==> src/rtl/pinirq_pkg.sv <==
package pinirq_pkg;

    localparam int TRIG_W = 4;

    typedef enum logic [TRIG_W-1:0] {
        TRIG_OFF  = 4'd0,
        TRIG_LOW  = 4'd8,
        TRIG_RISE = 4'd9,
        TRIG_FALL = 4'd10,
        TRIG_BOTH = 4'd11,
        TRIG_HIGH = 4'd12
    } trig_e;

    // True when the code is one of the defined non-off triggers
    function automatic logic trig_legal(input logic [TRIG_W-1:0] code);
        case (code)
            TRIG_LOW, TRIG_RISE, TRIG_FALL, TRIG_BOTH, TRIG_HIGH: trig_legal = 1'b1;
            default:                                              trig_legal = 1'b0;
        endcase
    endfunction

    // Trigger match for one pin given current and previous synchronized level
    function automatic logic trig_match(input logic [TRIG_W-1:0] code,
                                        input logic cur, input logic prv);
        case (code)
            TRIG_LOW:  trig_match = ~cur;
            TRIG_HIGH: trig_match = cur;
            TRIG_RISE: trig_match = cur & ~prv;
            TRIG_FALL: trig_match = ~cur & prv;
            TRIG_BOTH: trig_match = cur ^ prv;
            default:   trig_match = 1'b0;
        endcase
    endfunction

endpackage

==> src/rtl/pinirq_sync.sv <==
module pinirq_sync #(
    parameter int NUM_PINS    = 32,
    parameter int SYNC_STAGES = 2
) (
    input  logic                clk,
    input  logic                rst_n,
    input  logic [NUM_PINS-1:0] pin_raw,
    output logic [NUM_PINS-1:0] lvl_cur,
    output logic [NUM_PINS-1:0] lvl_prv
);

    localparam int LAST = SYNC_STAGES - 1;

    typedef struct packed {
        logic [SYNC_STAGES-1:0][NUM_PINS-1:0] chain;
        logic [NUM_PINS-1:0]                  hist;
    } sync_t;

    sync_t st_d, st_q;

    always_comb begin
        st_d          = st_q;
        st_d.chain[0] = pin_raw;
        for (int s = 1; s < SYNC_STAGES; s++) begin
            st_d.chain[s] = st_q.chain[s-1];
        end
        st_d.hist = st_q.chain[LAST];
    end

    always_ff @(posedge clk or negedge rst_n) begin
        if (!rst_n) st_q <= '0;
        else        st_q <= st_d;
    end

    assign lvl_cur = st_q.chain[LAST];
    assign lvl_prv = st_q.hist;

    // the history register carries the synchronized level one cycle late
    p_hist_lag_r3: assert property (@(posedge clk) disable iff (!rst_n)
        1'b1 |=> lvl_prv == $past(lvl_cur));

endmodule

==> src/rtl/pinirq_detect.sv <==
module pinirq_detect
    import pinirq_pkg::*;
#(
    parameter int NUM_PINS = 32,
    parameter int MUX_W    = 3
) (
    input  logic                         clk,
    input  logic                         rst_n,
    input  logic                         mod_en,
    input  logic [NUM_PINS*TRIG_W-1:0]   trig_cfg,
    input  logic [NUM_PINS*MUX_W-1:0]    mux_sel,
    input  logic [NUM_PINS-1:0]          lvl_cur,
    input  logic [NUM_PINS-1:0]          lvl_prv,
    output logic [NUM_PINS-1:0]          hit
);

    logic [NUM_PINS-1:0] live;

    for (genvar i = 0; i < NUM_PINS; i++) begin : g_pin
        logic [TRIG_W-1:0] code;
        logic [MUX_W-1:0]  mux;

        assign code = trig_cfg[i*TRIG_W +: TRIG_W];
        assign mux  = mux_sel[i*MUX_W +: MUX_W];

        always_comb begin
            live[i] = mod_en & (mux != '0);
            hit[i]  = live[i] & trig_match(code, lvl_cur[i], lvl_prv[i]);
        end

        // undefined codes never produce a detection
        p_undef_quiet_r2: assert property (@(posedge clk) disable iff (!rst_n)
            !trig_legal(code) |-> !hit[i]);

        // a rising-mode detection needs a low-to-high step in the synchronized level
        p_rise_step_r3: assert property (@(posedge clk) disable iff (!rst_n)
            (code == TRIG_RISE && hit[i]) |-> (lvl_cur[i] && !lvl_prv[i]));

        // a falling-mode detection needs a high-to-low step
        p_fall_step_r3: assert property (@(posedge clk) disable iff (!rst_n)
            (code == TRIG_FALL && hit[i]) |-> (!lvl_cur[i] && lvl_prv[i]));
    end

endmodule

==> src/rtl/pinirq_flags.sv <==
module pinirq_flags #(
    parameter int NUM_PINS = 32
) (
    input  logic                clk,
    input  logic                rst_n,
    input  logic [NUM_PINS-1:0] hit,
    input  logic [NUM_PINS-1:0] flag_clr,
    output logic [NUM_PINS-1:0] flag,
    output logic                irq
);

    typedef struct packed {
        logic [NUM_PINS-1:0] bits;
    } flag_t;

    flag_t st_d, st_q;

    always_comb begin
        st_d = st_q;
        for (int i = 0; i < NUM_PINS; i++) begin
            if (hit[i])           st_d.bits[i] = 1'b1;
            else if (flag_clr[i]) st_d.bits[i] = 1'b0;
        end
    end

    always_ff @(posedge clk or negedge rst_n) begin
        if (!rst_n) st_q <= '0;
        else        st_q <= st_d;
    end

    assign flag = st_q.bits;
    assign irq  = |st_q.bits;

    // flags are clear during reset
    p_reset_clear_r1: assert property (@(posedge clk) !rst_n |-> flag == '0);

    for (genvar i = 0; i < NUM_PINS; i++) begin : g_chk
        // a flag only drops after a clear request
        p_drop_needs_clr_r5: assert property (@(posedge clk) disable iff (!rst_n)
            $fell(flag[i]) |-> $past(flag_clr[i]));

        // a detection beats a coincident clear
        p_set_beats_clr_r6: assert property (@(posedge clk) disable iff (!rst_n)
            (hit[i] && flag_clr[i]) |=> flag[i]);

        // without a clear a set flag persists
        p_sticky_r5: assert property (@(posedge clk) disable iff (!rst_n)
            (flag[i] && !flag_clr[i]) |=> flag[i]);
    end

endmodule

==> src/rtl/pin_irq_detect.sv <==
module pin_irq_detect
    import pinirq_pkg::*;
#(
    parameter int NUM_PINS    = 32,
    parameter int MUX_W       = 3,
    parameter int SYNC_STAGES = 2
) (
    input  logic                       clk,
    input  logic                       rst_n,
    input  logic                       mod_en,
    input  logic [NUM_PINS-1:0]        pin_raw,
    input  logic [NUM_PINS*TRIG_W-1:0] trig_cfg,
    input  logic [NUM_PINS*MUX_W-1:0]  mux_sel,
    input  logic [NUM_PINS-1:0]        flag_clr,
    output logic [NUM_PINS-1:0]        flag,
    output logic                       irq
);

    logic [NUM_PINS-1:0] lvl_cur;
    logic [NUM_PINS-1:0] lvl_prv;
    logic [NUM_PINS-1:0] hit;

    pinirq_sync #(
        .NUM_PINS    (NUM_PINS),
        .SYNC_STAGES (SYNC_STAGES)
    ) u_sync (
        .clk     (clk),
        .rst_n   (rst_n),
        .pin_raw (pin_raw),
        .lvl_cur (lvl_cur),
        .lvl_prv (lvl_prv)
    );

    pinirq_detect #(
        .NUM_PINS (NUM_PINS),
        .MUX_W    (MUX_W)
    ) u_detect (
        .clk      (clk),
        .rst_n    (rst_n),
        .mod_en   (mod_en),
        .trig_cfg (trig_cfg),
        .mux_sel  (mux_sel),
        .lvl_cur  (lvl_cur),
        .lvl_prv  (lvl_prv),
        .hit      (hit)
    );

    pinirq_flags #(
        .NUM_PINS (NUM_PINS)
    ) u_flags (
        .clk      (clk),
        .rst_n    (rst_n),
        .hit      (hit),
        .flag_clr (flag_clr),
        .flag     (flag),
        .irq      (irq)
    );

    for (genvar i = 0; i < NUM_PINS; i++) begin : g_gate_chk
        // a new flag needs the module enabled and a digital mux code in the prior cycle
        p_gated_set_r7: assert property (@(posedge clk) disable iff (!rst_n)
            $rose(flag[i]) |-> ($past(mod_en) && $past(mux_sel[i*MUX_W +: MUX_W]) != '0));
    end

    // the request tracks the flag vector
    p_irq_any_r9: assert property (@(posedge clk) disable iff (!rst_n)
        irq == (flag != '0));

endmodule

==> config.mk <==
export PLATFORM = sky130hd
export DESIGN_NAME = pin_irq_detect
export DESIGN_NICKNAME = d
export VERILOG_FILES = /design/src/rtl/pinirq_pkg.sv /design/src/rtl/pinirq_sync.sv /design/src/rtl/pinirq_detect.sv /design/src/rtl/pinirq_flags.sv /design/src/rtl/pin_irq_detect.sv
export SDC_FILE = /design/constraint.sdc
export NUM_CORES = 1
export LEC_CHECK = 0
export BUFFER_PORTS_ARGS = -buffer_cell sky130_fd_sc_hd__buf_2
export CAP_MARGIN = 25
export CORE_ASPECT_RATIO = 1.25
export CORE_MARGIN = 2
export CORE_UTILIZATION = 30
export CTS_BUF_LIST = sky130_fd_sc_hd__clkbuf_8
export CTS_CLUSTER_DIAMETER = 60
export CTS_CLUSTER_SIZE = 30
export DETAILED_ROUTE_END_ITERATION = 10
export PLACE_DENSITY = 0.67
export SLEW_MARGIN = 20
export SYNTH_ARGS = -nofsm -noshare
export SYNTH_HDL_FRONTEND = slang
export SYNTH_SLANG_ARGS = --single-unit
==> constraint.sdc <==
create_clock -name clk -period 2.98 [get_ports clk]
set_input_delay 0.149 -clock clk [delete_from_list [all_inputs] [get_ports clk]]
set_output_delay 0.149 -clock clk [all_outputs]
set_load 0.005 [all_outputs]
==> reports/metrics.csv <==
metric,value,unit
die_w,138,um
hold_viol,0,
grt_max_degree,82,
power_density,432,mW/mm^2
ys_ff_latch,128,
synth-edff-count,0,
hpwl,14700,um
synthCells,605,
tightest_slew,0.789,ns
place_area,0.00870,sq mm
intPower,3.10,mW
clock_power_share,0.379,
r2r_start,u_sync.lvl_cur[29]$_DFF_PN0_,
fin_tns_setup,0,ns
clock_skew,0.0102,ns
clock_sinks,128,
critPathKind,flip-flop to output port,
critPathCaptureType,output port,
crit_fanout,3,
ctsHtreeMaxLevel,4,
pwr-share-comb,0.168,
ant_nets,0,
arrival,1.99,ns
clockRootBuffer,clkbuf_8,
seq_power_share,0.453,
rows,61,
drt_iter0_drc,153,
synth_area_leaders,"dfrtp_1 (48%), ha_1 (12%), inv_1 (5.4%)",
drc,0,
seq_area,0.00320,sq mm
worst_r2r_endpoint,u_flags.flag[29]$_DFFE_PN0P_,
drive_gt1_frac,0.360,
fin_ws,0.843,ns
pin_count,324,
die_y,171,um
worstHoldPathType,input pin to flip-flop,
drv_cap,0,
fin_area,0.00976,sq mm
grt-ovfl-total,0,
period_share,0.717,
clkLatencyLatePin,0.42,ns
numPortBuffers,323,
synth_top_area_frac,0.477,
worstSetupEndpoint,irq,
setup_violations,0,
ys_seq_area_frac,0.477,
ys_warn_count,0,
dr_total_vias,6140,
period_minus_slack,2.14,ns
start_util,0.304,
leakagePower,5.00,nW
relSlewSlack,0.474,
reg2reg_depth,5,
cts_tree,done,
avgRoutedWirePerCell,14.4,um
peakVddDrop,0.000217,V
critical_path_required,2.83,ns
outcome,"finished, final reports clean",
cts_setup_buffers,0,
area_delta_synth_final,45.3,%
firstDrtPassIters,4,
antenna_found_initial,2,
cts_made_buffers,17,
syn_avg_cell_area,11.1,sq um
clockBufferDepth,2,
final_net_count,1363,
start_kind,flip-flop,
yosysTopAreaCell,dfrtp_1,
grt_pass1_wl,28600,um
synthArstFlopShare,1.00,
nFillCells,2119,
grt_use_total,0.157,
post-place-ws,1.15,ns
fmax,0.468,GHz
startpoint,u_flags.flag[1]$_DFFE_PN0P_,
synth_area,0.00672,sq mm
ys_types,26,
reg2reg_slack,1.47,ns
grt_pass1_vias,6090,
clk_pin_slew_worst_paths,0.08,ns
synth_common_cells,"dfrtp_1 (128), inv_1 (96), ha_1 (64), a21oi_1 (43)",
multi_input_area,0.00314,sq mm
die_area,0.0236,sq mm
slew_violations,0,
p_switching,1.12,mW
syn-num-nets,960,
wl,18900,um
routed_via_density,4.70,
synth_most_common_cell,dfrtp_1,
place_congestion,0.792,
rsz0062_at_grt,false,
p_sw_frac,0.265,
fp.coreArea,0.0221,sq mm
fin_util,0.441,
synth_ff_type,dfrtp_1,
-- cells by family after synthesis --
family                     synth area share
xor gates and xnor gates            0.00261
adders and majority gates             0.119
DFF                                   0.477
and+or+nand+nor                       0.154
buffers and inverters                0.0559
AOI/OAI and AO/OA                     0.191
-- per-stage QoR --
step,cells,hold WS (ns),power [mW]
finish,1306,0.0447,4.22
global route,1306,0.00870,4.47
CTS,1304,0.00458,4.30
detailed placement,1209,0.251,2.60
global placement,1209,0.252,2.58
floorplan,605,-0.147,2.20
-- layout make-up --
| cell class | instances | area share |
|---|---|---|
| multi-input cells | 378 | 0.322 |
| clock buffers | 19 | 0.0268 |
| flip-flops and latches | 128 | 0.328 |
| repair buffers | 387 | 0.233 |
| diodes | 2 | 0.000513 |
| well taps | 283 | 0.0363 |
| clock inverters | 13 | 0.0165 |
| inverters | 96 | 0.0369 |
-- worst min path at each step --
stage	from	end	cells after the start
after floorplan	rst_n	u_flags.flag[0]$_DFFE_PN0P_	0
after global routing	trig_cfg[91]	u_flags.flag[22]$_DFFE_PN0P_	3
after detailed placement	rst_n	u_sync.lvl_prv[4]$_DFF_PN0_	1
after global placement	rst_n	u_sync.lvl_prv[4]$_DFF_PN0_	1
after CTS	flag_clr[30]	u_flags.flag[30]$_DFFE_PN0P_	3
final	trig_cfg[91]	u_flags.flag[22]$_DFFE_PN0P_	3
-- power by group through the flow --
stage | combinational, mW | clock, mW | sequential [mW]
after floorplan | 0.267 | 0 | 1.93
after CTS | 0.723 | 1.67 | 1.91
final | 0.708 | 1.60 | 1.91
after global routing | 0.803 | 1.74 | 1.93
after global placement | 0.639 | 0 | 1.94
after detailed placement | 0.652 | 0 | 1.95
-- repair_timing --
item                      4_1_cts  5_1_grt
hold endpoints to repair      142        0
hold buffers                   63        0
gates resized for setup         0        0
-- worst max-delay path, stage by stage, from the launching register on --
cell and delay [ns]:
dfrtp_1 0.41, nor4_1 0.49, nand4_1 0.27, or2_1 0.27, buf_2 0.13
-- per-layer routing --
metal,vias up,track usage,routed length [um]
li1,3017,-,-
met1,2899,0.165,7290
met2,211,0.296,9910
met3,13,0.0463,1380
met4,0,0.0497,274
met5,-,0,0
-- sequential cells by signal, summed over array words and instances, names as in the netlist --
| name | count |
|---|---|
| u_flags.flag | 32 |
| u_sync.lvl_cur | 32 |
| u_sync.lvl_prv | 32 |
| u_sync.st_d | 32 |
-- layout by cell type (no fill, tap or decap), drive strengths merged, types with 3 or more instances in the layout --
| cell type | count |
|---|---|
| buf | 324 |
| dfrtp | 128 |
| inv | 99 |
| ha | 64 |
| dlygate4sd3 | 63 |
| a21oi | 43 |
| or3 | 30 |
| nand4bb | 30 |
| o21ai | 19 |
| nor2 | 19 |
| clkbuf | 19 |
| nand2b | 17 |
| o311a | 17 |
| and2 | 17 |
| o211ai | 17 |
| a32o | 17 |
| o311ai | 15 |
| or2 | 14 |
| nand2 | 13 |
| o211a | 13 |
| o32ai | 13 |
| nor4 | 8 |
| clkinv | 4 |
| clkinvlp | 3 |
| bufinv | 3 |
Note: power is estimated with default switching activity, not from simulation.
